$ cat src/rtl/ldu_pkg.sv
// Package: shared widths and the pipeline slot type for the load-use stall block.
// Assumes a 32-entry register file (5-bit indices) and byte addresses of 32 bits.
package ldu_pkg;
    localparam int unsigned REG_IDX_W = 5;
    localparam int unsigned PC_W      = 32;
    localparam int unsigned N_SRC     = 2;   // source operands compared per decode slot

    typedef logic [REG_IDX_W-1:0] ridx_t;
    typedef logic [PC_W-1:0]      addr_t;

    // One instruction as it travels down the pipe.
    typedef struct packed {
        logic  vld;
        logic  memrd;
        logic  regwr;
        ridx_t rs;
        ridx_t rt;
        ridx_t rd;
        addr_t pc;
    } slot_t;

    localparam slot_t NOP_SLOT = '0;
endpackage

$ cat src/rtl/ldu_hazard_detect.sv
// Module: combinational load-use detector.
// Compares the execute-stage load destination (rt) against every decode source
// and derives the three pipeline-control outputs. Assumes both inputs come from
// registers, so there is no path from fetch inputs to the controls.
module ldu_hazard_detect
    import ldu_pkg::*;
#(
    parameter int unsigned NSRC = N_SRC
) (
    input  logic                 ex_memrd,
    input  ridx_t                ex_rt,
    input  ridx_t [NSRC-1:0]     id_src,
    output logic                 pc_we,
    output logic                 ifid_we,
    output logic                 bubble
);
    logic [NSRC-1:0] src_hit;
    logic            stall;

    // One equality comparator per decode source operand.
    for (genvar g = 0; g < NSRC; g++) begin : g_cmp
        assign src_hit[g] = (id_src[g] == ex_rt);
    end

    // Stall decision and the controls it drives.
    always_comb begin
        stall   = ex_memrd && (|src_hit);
        pc_we   = !stall;
        ifid_we = !stall;
        bubble  = stall;
    end
endmodule

$ cat src/rtl/ldu_pc_reg.sv
// Module: program counter with an update enable.
// Steps by STEP when enabled and holds otherwise; the synchronous active-low
// reset clears it to zero.
module ldu_pc_reg
    import ldu_pkg::*;
#(
    parameter int unsigned W    = PC_W,
    parameter int unsigned STEP = 4
) (
    input  logic         clk,
    input  logic         rst_n,
    input  logic         we,
    output logic [W-1:0] pc
);
    localparam logic [W-1:0] INC = W'(STEP);

    // Advance or hold the fetch address.
    always_ff @(posedge clk) begin
        if (!rst_n)  pc <= '0;
        else if (we) pc <= pc + INC;
    end

    p_pc_hold_r4: assert property (@(posedge clk) disable iff (!rst_n)
        !we |=> (pc == $past(pc)));

    p_pc_step_r3: assert property (@(posedge clk) disable iff (!rst_n)
        we |=> (pc == $past(pc) + INC));
endmodule

$ cat src/rtl/ldu_ifid_reg.sv
// Module: fetch/decode pipeline register with a write enable.
// Holds its content when the enable is low; reset loads the no-op slot.
module ldu_ifid_reg
    import ldu_pkg::*;
(
    input  logic  clk,
    input  logic  rst_n,
    input  logic  we,
    input  slot_t d,
    output slot_t q
);
    // Capture the fetched instruction unless decode is frozen.
    always_ff @(posedge clk) begin
        if (!rst_n)  q <= NOP_SLOT;
        else if (we) q <= d;
    end

    p_ifid_hold_r5: assert property (@(posedge clk) disable iff (!rst_n)
        !we |=> (q == $past(q)));
endmodule

$ cat src/rtl/ldu_idex_reg.sv
// Module: decode/execute pipeline register with bubble insertion.
// On bubble the slot entering execute is replaced by the all-zero no-op.
module ldu_idex_reg
    import ldu_pkg::*;
(
    input  logic  clk,
    input  logic  rst_n,
    input  logic  bubble,
    input  slot_t d,
    output slot_t q
);
    // Pass the decode slot forward or inject a no-op.
    always_ff @(posedge clk) begin
        if (!rst_n)      q <= NOP_SLOT;
        else if (bubble) q <= NOP_SLOT;
        else             q <= d;
    end

    p_bubble_nop_r6: assert property (@(posedge clk) disable iff (!rst_n)
        bubble |=> (!q.vld && !q.memrd && !q.regwr));

    p_pass_through_r3: assert property (@(posedge clk) disable iff (!rst_n)
        !bubble |=> (q == $past(d)));
endmodule

$ cat src/rtl/ldu_stall_ctrl.sv
// Module: top of the load-use stall controller.
// Joins the detector with the PC, fetch/decode and decode/execute registers.
// Assumes the caller presents the decoded fields of the instruction at `pc`
// in each cycle. The execute slot is exposed at the ports.
module ldu_stall_ctrl
    import ldu_pkg::*;
#(
    parameter int unsigned PC_STEP = 4
) (
    input  logic                 clk,
    input  logic                 rst_n,
    input  logic                 f_memrd,
    input  logic                 f_regwr,
    input  logic [REG_IDX_W-1:0] f_rs,
    input  logic [REG_IDX_W-1:0] f_rt,
    input  logic [REG_IDX_W-1:0] f_rd,
    output logic [PC_W-1:0]      pc,
    output logic                 pc_we,
    output logic                 ifid_we,
    output logic                 bubble,
    output logic                 ex_valid,
    output logic [PC_W-1:0]      ex_pc,
    output logic                 ex_memrd,
    output logic                 ex_regwr,
    output logic [REG_IDX_W-1:0] ex_rs,
    output logic [REG_IDX_W-1:0] ex_rt,
    output logic [REG_IDX_W-1:0] ex_rd
);
    slot_t            fetch_slot;
    slot_t            id_slot;
    slot_t            ex_slot;
    ridx_t [N_SRC-1:0] id_src;

    // Package the fetched fields with their address into a slot.
    always_comb begin
        fetch_slot       = NOP_SLOT;
        fetch_slot.vld   = 1'b1;
        fetch_slot.memrd = f_memrd;
        fetch_slot.regwr = f_regwr;
        fetch_slot.rs    = f_rs;
        fetch_slot.rt    = f_rt;
        fetch_slot.rd    = f_rd;
        fetch_slot.pc    = pc;
    end

    // Decode source operands in comparator order.
    assign id_src[0] = id_slot.rs;
    assign id_src[1] = id_slot.rt;

    ldu_pc_reg #(.W(PC_W), .STEP(PC_STEP)) u_pc (
        .clk(clk), .rst_n(rst_n), .we(pc_we), .pc(pc)
    );

    ldu_ifid_reg u_ifid (
        .clk(clk), .rst_n(rst_n), .we(ifid_we), .d(fetch_slot), .q(id_slot)
    );

    ldu_idex_reg u_idex (
        .clk(clk), .rst_n(rst_n), .bubble(bubble), .d(id_slot), .q(ex_slot)
    );

    ldu_hazard_detect #(.NSRC(N_SRC)) u_det (
        .ex_memrd(ex_slot.memrd), .ex_rt(ex_slot.rt), .id_src(id_src),
        .pc_we(pc_we), .ifid_we(ifid_we), .bubble(bubble)
    );

    // Expose the execute slot.
    always_comb begin
        ex_valid = ex_slot.vld;
        ex_pc    = ex_slot.pc;
        ex_memrd = ex_slot.memrd;
        ex_regwr = ex_slot.regwr;
        ex_rs    = ex_slot.rs;
        ex_rt    = ex_slot.rt;
        ex_rd    = ex_slot.rd;
    end

    p_single_stall_r7: assert property (@(posedge clk) disable iff (!rst_n)
        bubble |=> !bubble);

    p_stall_needs_load_r1: assert property (@(posedge clk) disable iff (!rst_n)
        bubble |-> ex_memrd);
endmodule

$ cat config.mk
export PLATFORM = sky130hd
export DESIGN_NAME = ldu_stall_ctrl
export DESIGN_NICKNAME = d
export VERILOG_FILES = /design/src/rtl/ldu_pkg.sv /design/src/rtl/ldu_hazard_detect.sv /design/src/rtl/ldu_pc_reg.sv /design/src/rtl/ldu_ifid_reg.sv /design/src/rtl/ldu_idex_reg.sv /design/src/rtl/ldu_stall_ctrl.sv
export SDC_FILE = /design/constraint.sdc
export NUM_CORES = 1
export LEC_CHECK = 0
export ABC_AREA = 1
export BUFFER_PORTS_ARGS = -buffer_cell sky130_fd_sc_hd__buf_2
export CAP_MARGIN = 20
export CORE_UTILIZATION = 45
export CTS_BUF_LIST = sky130_fd_sc_hd__clkbuf_8
export CTS_CLUSTER_SIZE = 8
export DETAILED_ROUTE_END_ITERATION = 16
export PLACE_DENSITY = 0.67
export SLEW_MARGIN = 20
export SYNTH_ARGS = -nofsm -noshare
export SYNTH_HDL_FRONTEND = slang
export SYNTH_SLANG_ARGS = --single-unit
export TNS_END_PERCENT = 1
$ cat constraint.sdc
create_clock -name clk -period 2.8 [get_ports clk]
set_clock_uncertainty 0.15 [all_clocks]
set_input_delay 0.42 -clock clk [delete_from_list [all_inputs] [get_ports clk]]
set_output_delay 0.42 -clock clk [all_outputs]
set_load 0.005 [all_outputs]
==> results of run 1 <==
[critical path, delay by kind of cell (launching register included)]
family / cells / cell delay, ns
buffers and inverters: 3 / 0.32
DFF: 1 / 0.38
and+or+nand+nor: 6 / 0.60
[how the worst max path moves through the flow]
stage	from	to	slack, ns	cells after the start
floorplan	u_idex.q[39]	pc_we	0.94	10
finish	u_idex.q[40]	bubble	0.48	9
global route	u_idex.q[39]	bubble	0.33	9
CTS	u_idex.q[40]	bubble	0.44	9
detailed placement	u_idex.q[40]	u_pc.pc[11]	0.75	9
global placement	u_idex.q[39]	u_ifid.q[43]	0.77	10
[registers in the layout, indices dropped and copies added, names as in the netlist]
register and flops:
u_pc.pc 30, u_ifid.q 48, u_idex.q 48
[per-stage QoR]
step	setup WS, ns	utilization	hold WS, ns	total power [mW]
finish	0.477	0.541	0.0322	3.67
global route	0.328	0.541	0.0297	3.86
CTS	0.438	0.541	0.00722	3.71
detailed placement	0.749	0.511	0.276	2.34
global placement	0.774	0.511	0.273	2.34
floorplan	0.938	-	0.259	2.23
[cell families (layout without fill, tap and decap cells)]
logic type / Yosys count / in the layout
other cells: 1 / 4
simple gates: 491 / 491
fa+ha+maj: 1 / 1
compound gates: 18 / 18
flops: 126 / 126
buf+inv: 122 / 220
xor+xnor: 17 / 17
[metal layers]
| layer | wire length [um] | GRT usage | vias to the layer above | part of all wire |
|---|---|---|---|---|
| met4 | 267 | 0.0871 | 0 | 0.022 |
| met3 | 535 | 0.0541 | 21 | 0.045 |
| met2 | 5500 | 0.331 | 99 | 0.46 |
| li1 | - | - | 2523 | - |
| met5 | 0 | 0 | - | 0 |
| met1 | 5710 | 0.254 | 2082 | 0.48 |
[cell usage in the layout (no fill, tap or decap), types with 3 or more instances in the layout]
master and n:
buf_2 99, xnor2_1 10, conb_1 4, nor2_2 5, nand3_1 96, xor2_1 7
clkbuf_8 20, clkinv_2 5, clkinvlp_4 3, dfxtp_1 125, nor2_1 202, nand2_2 3
a21oi_1 16, inv_1 80, nand2_1 180, buf_4 8
[cell type report]
class / instances / area (um^2) / share of cell area
Timing Repair Buffer: 108 / 576 / 0.0928
Multi-Input combinational cell: 531 / 2270 / 0.366
Clock inverter: 12 / 72.6 / 0.0117
Inverter: 80 / 305 / 0.0492
Clock buffer: 20 / 275 / 0.0444
Sequential cell: 126 / 2520 / 0.407
Tap cell: 143 / 179 / 0.0288
[report_power, final]
group	switching (mW)	internal [mW]	total, mW
Clock	0.704	0.668	1.37
Sequential	0.0426	1.86	1.91
Combinational	0.259	0.128	0.387
Total	1.01	2.66	3.67
==> out/results.txt, run 1 <==
Status - complete, no violations
Complex-gate fraction of the synthesized area - 0.0174
Post-synth EDFFs - 0
Actual slew at the worst max-slew pin - 0.820 ns
Antenna violations before repair - 0
Netlist cell types - 25
Clock buffer count from CTS - 17
Clock Tree Root - clkbuf_8
Minimum clock period - 2.32 ns
Cts hold-fix bufs - 0
Non-filler cells, final - 1020
WHS Endpoint - u_ifid.q[33]
Final wirelength - 12000 um
GRT Residual Overflow - 0
Floorplan Core Area - 0.0115 mm^2
Mean post-synth cell area - 6.85 um^2
Area grow syn2layout - 16.6%
Synth Area in Adders - 0.00235
Die X-Extent - 111 um
Startpoint types - flip-flop
Worst stage delay on the critical path - 0.38 ns
Synth Area in Simple Gates - 0.376
Routability cong. - 0.891
Hold-critical path depth - 3
Max-Cap Viols - 0
CP max-delay cell - dfxtp_1
Area leader, netlist - dfxtp_1
Wire length per cell - 11.8 um
Vias/cell - 4.63
Total GRT Usage - 0.204
Pleak - 2.83 nW
Relative slew slack - 0.454
Via count - 4725
FFs w/ async S/R, synth - 0
Clk sinks - 126
Final hold viol count - 0
Hold path start - f_rd[1]
Cell Count Post-Placement - 988
CTS tree - yes
Share of layout cells above drive strength 1 - 0.170
DP HPWL - 7700 um
Synth Area in XOR/XNOR - 0.0280
First-pass GRT wire length - 20100 um
Nets - 884
Pin count of the biggest net entering global routing - 77
CTS max path bufs - 2
Synth cell count leaders - 202 x nor2_1, 182 x nand2_1, 126 x dfxtp_1
CP max FO - 6
Reg-to-Reg Start - u_idex.q[40]
Starting Density - 0.464
First DRT Iteration DRCs - 214
Ports - 104
PortBufs - 99
Worst EP required - 2.23 ns
CP Cell Sequence - inv_1 -> nand2_1 -> nand2_1 -> nor2_1 -> nand3_1 -> nand2_2 -> nand2_1 -> inv_6 -> buf_2
H-tree Lvls - 4
Arr. time, crit path - 1.75 ns
Synth warn - 0
RSZ-0062 raised after global routing - no
Filler cells - 1144
R2r worst-path depth - 10
Detailed-route DRC error count - 0
Sequential fraction of the synthesis area - 0.474
Tcrit/Tclk final - 0.830
Die area - 0.0123 mm^2
Via count of the first global-routing pass - 4252
Num rows - 39
Yosys top cell area share - 0.474
Clock Pin Slew Worst Setup and Hold Paths - 0.08 ns
Final Max Tran Viols - 0
Most frequent cell after synthesis - nor2_1
Post-Syn Instances - 776
CP Capture Type - primary output
Fmax - 0.430 GHz
Ys flop type - dfxtp_1
Most area-consuming cells after synthesis - dfxtp_1 47%, nor2_1 14%, nand2_1 13%, nand3_1 9.0%, inv_1 5.5%
Post-route cell area - 0.00620 mm^2
Mux cell area share after synthesis - 0
Peak supply drop - 0.000259 V
Most common cell on crit path - nand2_1
DP Area - 0.00585 mm^2
Min-Delay Path Class - primary input to flip-flop
Largest family of logic cells by synthesized area - simple AND/OR/NAND/NOR gates
Power density over the cells - 591 mW/mm^2
# resized after CTS - 0
ANT nets after route - 0
Synthesis-stage register bit count - 126
RR Endpoint - u_ifid.q[19]
Die height - 111 um
Worst-Skew Late Latency - 0.44 ns
Setup tns final - 0 ns
Setup bufs post-CTS - 0
Antenna cells - 0
Crit Path Category - flip-flop to primary output
Drt first pass iters - 4
Final Setup Violations - 0
R2R setup slack - 0.70 ns
Synth Cell Area - 0.00532 mm^2
Note: power is estimated with default switching activity, not from simulation.
==> run 2, diff against run 1 <==
- PLACE_DENSITY: 0.67 -> 0.7
- clock period: 2.8 -> 1.9 ns (I/O delays scaled with it)
==> run 2 against run 1 <==
Effect of this change: the flow now finishes with violations (negative setup slack); non-clock buffer count rose by 56; sequential share of layout area fell by 4.1 points; design area increased by 12%; sequential power grew 47%; clock power rose by 88%; core utilization grew 6.3 points; cell count grew 5.5%; combinational power rose by 90%; clock-buffer cell count is 2 lower; worst setup slack got worse by 0.67 ns.
==> out/results.txt, run 2 (synthesized netlist as in run 1, its figures left out) <==
Worst-Skew Late Latency - 0.46 ns (+0.02 ns)
Commonest non-fill, non-tap cell in the layout - nor2_1
First DRT Iteration DRCs - 294 (+37%)
Top flop regs - u_idex.q (48), u_ifid.q (48), u_pc.pc (30)
Total chip power - 6.12 mW (+67%)
Ports - 104 (unchanged)
Arr. time, crit path - 1.66 ns (-0.09 ns)
Antenna cells - 0 (unchanged)
Die height - 111 um (unchanged)
GRT Residual Overflow - 0 (unchanged)
CTS tree - yes
Power density over the cells - 883 mW/mm^2 (+49%)
Pin count of the biggest net entering global routing - 77 (unchanged)
Nets - 940 (+6.3%)
Cell Count Post-Placement - 1016 (+2.8%)
Clock Tree Root - clkbuf_8
Crit Path Category - flip-flop to primary output
Final Max Tran Viols - 0 (unchanged)
Drt first pass iters - 5 (+1)
Total GRT Usage - 0.220 (+0.0166)
H-tree Lvls - 4 (unchanged)
Final hold viol count - 0 (unchanged)
DP Area - 0.00610 mm^2 (+4.2%)
Status - complete, but fails checks
Peak supply drop - 0.000427 V (+65%)
CP max FO - 3 (-3)
Routability cong. - 0.836 (-6.2%)
DP HPWL - 8230 um (+6.9%)
PortBufs - 99 (unchanged)
Post-layout util - 0.604 (+0.0631)
Starting Density - 0.464 (unchanged)
WP buf/inv - 3 (unchanged)
Floorplan Core Area - 0.0115 mm^2 (unchanged)
CP Cell Sequence - inv_2 -> nand2_1 -> nand2_2 -> nor2_4 -> nand3_2 -> nand2_2 -> nand2_4 -> buf_12 -> buf_6
Wire length per cell - 12.2 um (+3.8%)
Non-filler cells, final - 1076 (+5.5%)
Clock buffer count from CTS - 17 (unchanged)
Fmax - 0.477 GHz
Post-route cell area - 0.00693 mm^2 (+12%)
Clk sinks - 126 (unchanged)
Antenna violations before repair - 0 (unchanged)
Detailed-route DRC error count - 0 (unchanged)
ANT nets after route - 0 (unchanged)
CTS max path bufs - 2 (unchanged)
CP Capture Type - primary output
RSZ-0062 raised after global routing - yes
Die X-Extent - 111 um (unchanged)
Max-Cap Viols - 0 (unchanged)
CP max-delay cell - dfxtp_2
Final Setup Violations - 3 (+3)
Worst stage delay on the critical path - 0.35 ns (-0.03 ns)
Clock Pin Slew Worst Setup and Hold Paths - 0.08 ns (about the same)
CP delay by family, top - simple AND/OR/NAND/NOR gates
Final hold slack - 0.0915 ns (+0.0593 ns)
Setup tns final - -0.497 ns (-0.497 ns)
Startpoint types - flip-flop
Tcrit/Tclk final - 1.10
Commonest cells after routing, fill and taps aside - 198 x nor2_1, 176 x nand2_1, 115 x dfxtp_1
Via count - 5094 (+7.8%)
Area grow syn2layout - 30.2%
Via count of the first global-routing pass - 4611 (+8.4%)
Final wirelength - 13200 um (+9.6%)
Min-Delay Path Class - primary input to flip-flop
Worst Slack Setup Final - -0.196 ns (-0.673 ns)
Violated checks - negative setup slack
Minimum clock period - 2.10 ns
Pleak - 3.19 nW (+13%)
Die area - 0.0123 mm^2 (unchanged)
First-pass GRT wire length - 21700 um (+7.8%)
DP Worst Slack - 0.0818 ns (-0.667 ns)
Vias/cell - 4.73 (+2.2%)
Num rows - 39 (unchanged)
Most common cell on crit path - nand2_2
Share of layout cells above drive strength 1 - 0.228 (+0.0584)
Worst EP required - 1.46 ns (-0.77 ns)
==> run 2: repair_timing <==
| item | 4_1_cts | 5_1_grt |
|---|---|---|
| setup buffers | 8 | 3 |
| pin swaps | 7 | 6 |
| resized for setup | 22 | 22 |
| endpoints found under the hold margin | 17 | 0 |
| cloned | 0 | 0 |
| hold buffers | 17 | 0 |
| endpoints found under the setup margin | 3 | 79 |
==> run 2: path summary, 6_finish.rpt <==
| check | endpoint | slack, ns | depth (start not counted) | startpoint |
|---|---|---|---|---|
| worst min register to register | u_idex.q[5] | 0.28 | 2 | u_ifid.q[5] |
| worst max-delay path | pc_we | -0.20 | 9 | u_ifid.q[45] |
| worst max register to register | u_ifid.q[49] | 0.07 | 12 | u_ifid.q[45] |
| worst min-delay path | u_ifid.q[6] | 0.09 | 3 | rst_n |
==> run 2: power by group <==
group          total (mW)  leakage [nW]  internal (mW)  switching, mW
combinational       0.735          1.94          0.300          0.435
sequential           2.81          1.03           2.75         0.0561
clock                2.58         0.215           1.46           1.11
total                6.12          3.19           4.51           1.60
==> run 2: worst register-to-register path, stage by stage, from the launching register on <==
cell and delay (ns):
dfxtp_2 0.35, inv_2 0.05, nand2_1 0.08, nand2_2 0.07, nor2_4 0.11, nand3_2 0.08
nand2_2 0.12, nand2_4 0.10, buf_4 0.15, buf_4 0.13, nand2_4 0.08, buf_12 0.16
o21ai_1 0.08
==> run 2: area by class of cell <==
cell class / instances / area [um^2]
clock buffers: 18 / 248
multi-input cells: 531 / 2330
repair buffers: 164 / 1140
inverters: 80 / 308
flip-flops and latches: 126 / 2540
clock inverters: 14 / 193
fillers: 1068 / 4540
well taps: 143 / 179
==> run 2: per-layer routing <==
metal / GRT usage / share of wire
met2: 0.366 / 0.47
met1: 0.271 / 0.47
met3: 0.0552 / 0.045
met4: 0.0933 / 0.019
met5: 0 / 0
==> run 3, diff against run 2 <==
- CORE_ASPECT_RATIO: not set -> 0.8
==> run 3 against run 2 <==
Effect of this change: the run still ends with negative setup slack left; critical path type unchanged; clock-buffer cell count up 4; flip-flop and latch count stayed put; combinational power down 7.1%; fmax increased by 4.6%; highest routed layer unchanged.
==> out/results.txt, run 3 (synthesized netlist as in run 1, its figures left out) <==
Status - complete, but fails checks
Violated checks - negative setup slack
NetSw - 1.47 mW (-8.1%)
Internal - 4.47 mW (-0.97%)
Multi-input gate area - 0.00230 mm^2 (-1.2%)
Area grow syn2layout - 27.6%
Comb power frac - 0.115 (-0.005)
Post-route cell area - 0.00679 mm^2 (-2.0%)
CP Cell Sequence - inv_2 -> nand2_1 -> nand2_1 -> nor2_1 -> nand3_1 -> nand2_2 -> nand2_4 -> buf_12 -> buf_6
Wire length per cell - 11.8 um (-3.9%)
Clock share of power - 0.413 (-0.008)
Arr. time, crit path - 1.57 ns (-0.09 ns)
Starting Density - 0.462 (-0.00202)
Antenna violations before repair - 0 (unchanged)
CP max FO - 5 (+2)
CP Capture Type - primary output
PortBufs - 99 (unchanged)
Die X-Extent - 124 um (+12%)
Clock buffer count from CTS - 17 (unchanged)
Floorplan Core Area - 0.0115 mm^2 (+0.44%)
Worst stage delay on the critical path - 0.38 ns (+0.03 ns)
Drt first pass iters - 5 (unchanged)
Nets - 929 (-1.2%)
Die height - 99.2 um (-10%)
Peak supply drop - 0.000571 V (+34%)
Cell depth of the worst setup path - 9 (unchanged)
Final hold slack - 0.210 ns (+0.119 ns)
R2r worst-path depth - 11 (-1)
Clock Pin Slew Worst Setup and Hold Paths - 0.07 ns (about the same)
Final Max Tran Viols - 0 (unchanged)
Worst EP required - 1.46 ns (about the same)
GRT Residual Overflow - 0 (unchanged)
Startpoint types - flip-flop
Power density over the cells - 876 mW/mm^2 (-0.85%)
Actual slew at the worst max-slew pin - 0.493 ns
Antenna cells - 0 (unchanged)
Total GRT Usage - 0.215 (-0.00497)
Worst-Skew Late Latency - 0.43 ns (-0.03 ns)
Clk sinks - 126 (unchanged)
Pleak - 3.13 nW (-1.7%)
Routability cong. - 0.880 (+5.4%)
Share of layout cells above drive strength 1 - 0.212 (-0.0166)
Via count of the first global-routing pass - 4364 (-5.4%)
Worst Slack Setup Final - -0.105 ns (+0.0913 ns)
H-tree Lvls - 4 (unchanged)
Minimum clock period - 2.00 ns (-0.0913 ns)
RR Endpoint - u_ifid.q[44]
Max-Cap Viols - 0 (unchanged)
CP endpoint - pc_we
Reg-to-Reg Start - u_idex.q[37]
DP Area - 0.00610 mm^2 (about the same)
CTS tree - yes
Switching Share - 0.248 (-0.0142)
DP Worst Slack - 0.0971 ns (+0.0153 ns)
Commonest non-fill, non-tap cell in the layout - nor2_1
Commonest cells after routing, fill and taps aside - 200 x nor2_1, 177 x nand2_1, 114 x dfxtp_1
ANT nets after route - 0 (unchanged)
First-pass GRT wire length - 20600 um (-4.8%)
Final wirelength - 12600 um (-4.5%)
Most common cell on crit path - nand2_1
Clock Tree Root - clkbuf_8
Register share of total power - 0.472 (+0.013)
CP max-delay cell - dfxtp_4
Via count - 4987 (-2.1%)
Critical Path Source - u_idex.q[37]
Pin count of the biggest net entering global routing - 77 (unchanged)
Tcrit/Tclk final - 1.06 (-0.0481)
Final Setup Violations - 3 (unchanged)
CTS max path bufs - 2 (unchanged)
Relative slew slack - 0.669
Top flop regs - u_idex.q (48), u_ifid.q (48), u_pc.pc (30)
Crit Path Category - flip-flop to primary output
Detailed-route DRC error count - 0 (unchanged)
R2R setup slack - 0.14 ns (+0.07 ns)
CP delay by family, top - simple AND/OR/NAND/NOR gates
Vias/cell - 4.67 (-1.5%)
DP HPWL - 8110 um (-1.5%)
Min-Delay Path Class - primary input to flip-flop
Filler cells - 1090 (+2.1%)
Register area - 0.00254 mm^2 (+0.15%)
WP buf/inv - 3 (unchanged)
Fmax - 0.499 GHz (+4.6%)
Final hold viol count - 0 (unchanged)
RSZ-0062 raised after global routing - yes
First DRT Iteration DRCs - 381 (+30%)
Num rows - 35 (-10%)
Ports - 104 (unchanged)
Total chip power - 5.94 mW (-2.8%)
Die area - 0.0123 mm^2 (about the same)
[run 3: changes by cell type in the layout (fill, tap and decap cells not counted), sizes merged]
cell and delta:
clkinv -6, buf -11, bufinv -1, inv +4, clkbuf +4, clkinvlp -2
[run 3: worst min path at each step]
stage,to,cells after the start,startpoint
floorplan,u_ifid.q[32],2,f_rd[0]
global placement,u_idex.q[48],2,u_ifid.q[48]
detailed placement,u_idex.q[48],2,u_ifid.q[48]
CTS,u_idex.q[4],4,rst_n
global route,u_idex.q[4],4,rst_n
finish,u_idex.q[4],4,rst_n
[run 3: through the flow]
stage / std cells / util / TNS (ns)
after floorplan: 779 / - / 0
after global placement: 1017 / 0.530 / 0
after detailed placement: 1017 / 0.530 / 0
after CTS: 1067 / 0.586 / -0.369
after global routing: 1069 / 0.589 / -0.645
final: 1069 / 0.589 / -0.259
[run 3: cell type report]
type                            instances  share of cell area
Multi-Input combinational cell        531               0.339
Inverter                               80              0.0450
Sequential cell                       126               0.374
Timing Repair Buffer                  153               0.153
Clock buffer                           22              0.0446
Clock inverter                          9              0.0173
Tap cell                              148              0.0273
[run 3: worst register-to-register path, stage by stage (launching register included)]
cell	delay [ns]
dfxtp_4	0.38
inv_2	0.03
nand2_1	0.06
nand2_1	0.06
nor2_1	0.08
nand3_1	0.09
nand2_2	0.11
buf_4	0.13
buf_4	0.31
nand3_1	0.14
nand2_1	0.08
nor2_1	0.05
[run 3: power by group through the flow]
stage          clock [mW]  combinational (mW)  sequential [mW]
6_report             2.45               0.683             2.81
5_1_grt              2.62               0.769             2.82
4_1_cts              2.51               0.686             2.80
3_5_place_dp            0               0.648             2.86
3_3_place_gp            0               0.643             2.86
2_1_floorplan           0               0.424             2.86
[run 3: repair_timing]
item	CTS	global route
setup buffers	2	2
hold endpoints to repair	17	0
gates resized for setup	12	16
hold buffers	17	0
gates cloned	0	0
pin swaps	4	9
endpoints found under the setup margin	3	24
[run 3: routing by layer]
metal	vias to the layer above	wire length (um)	GRT usage
met5	-	0	0
met4	0	116	0.0862
met3	11	763	0.0487
met2	151	5640	0.332
met1	2217	6050	0.290
li1	2608	-	-
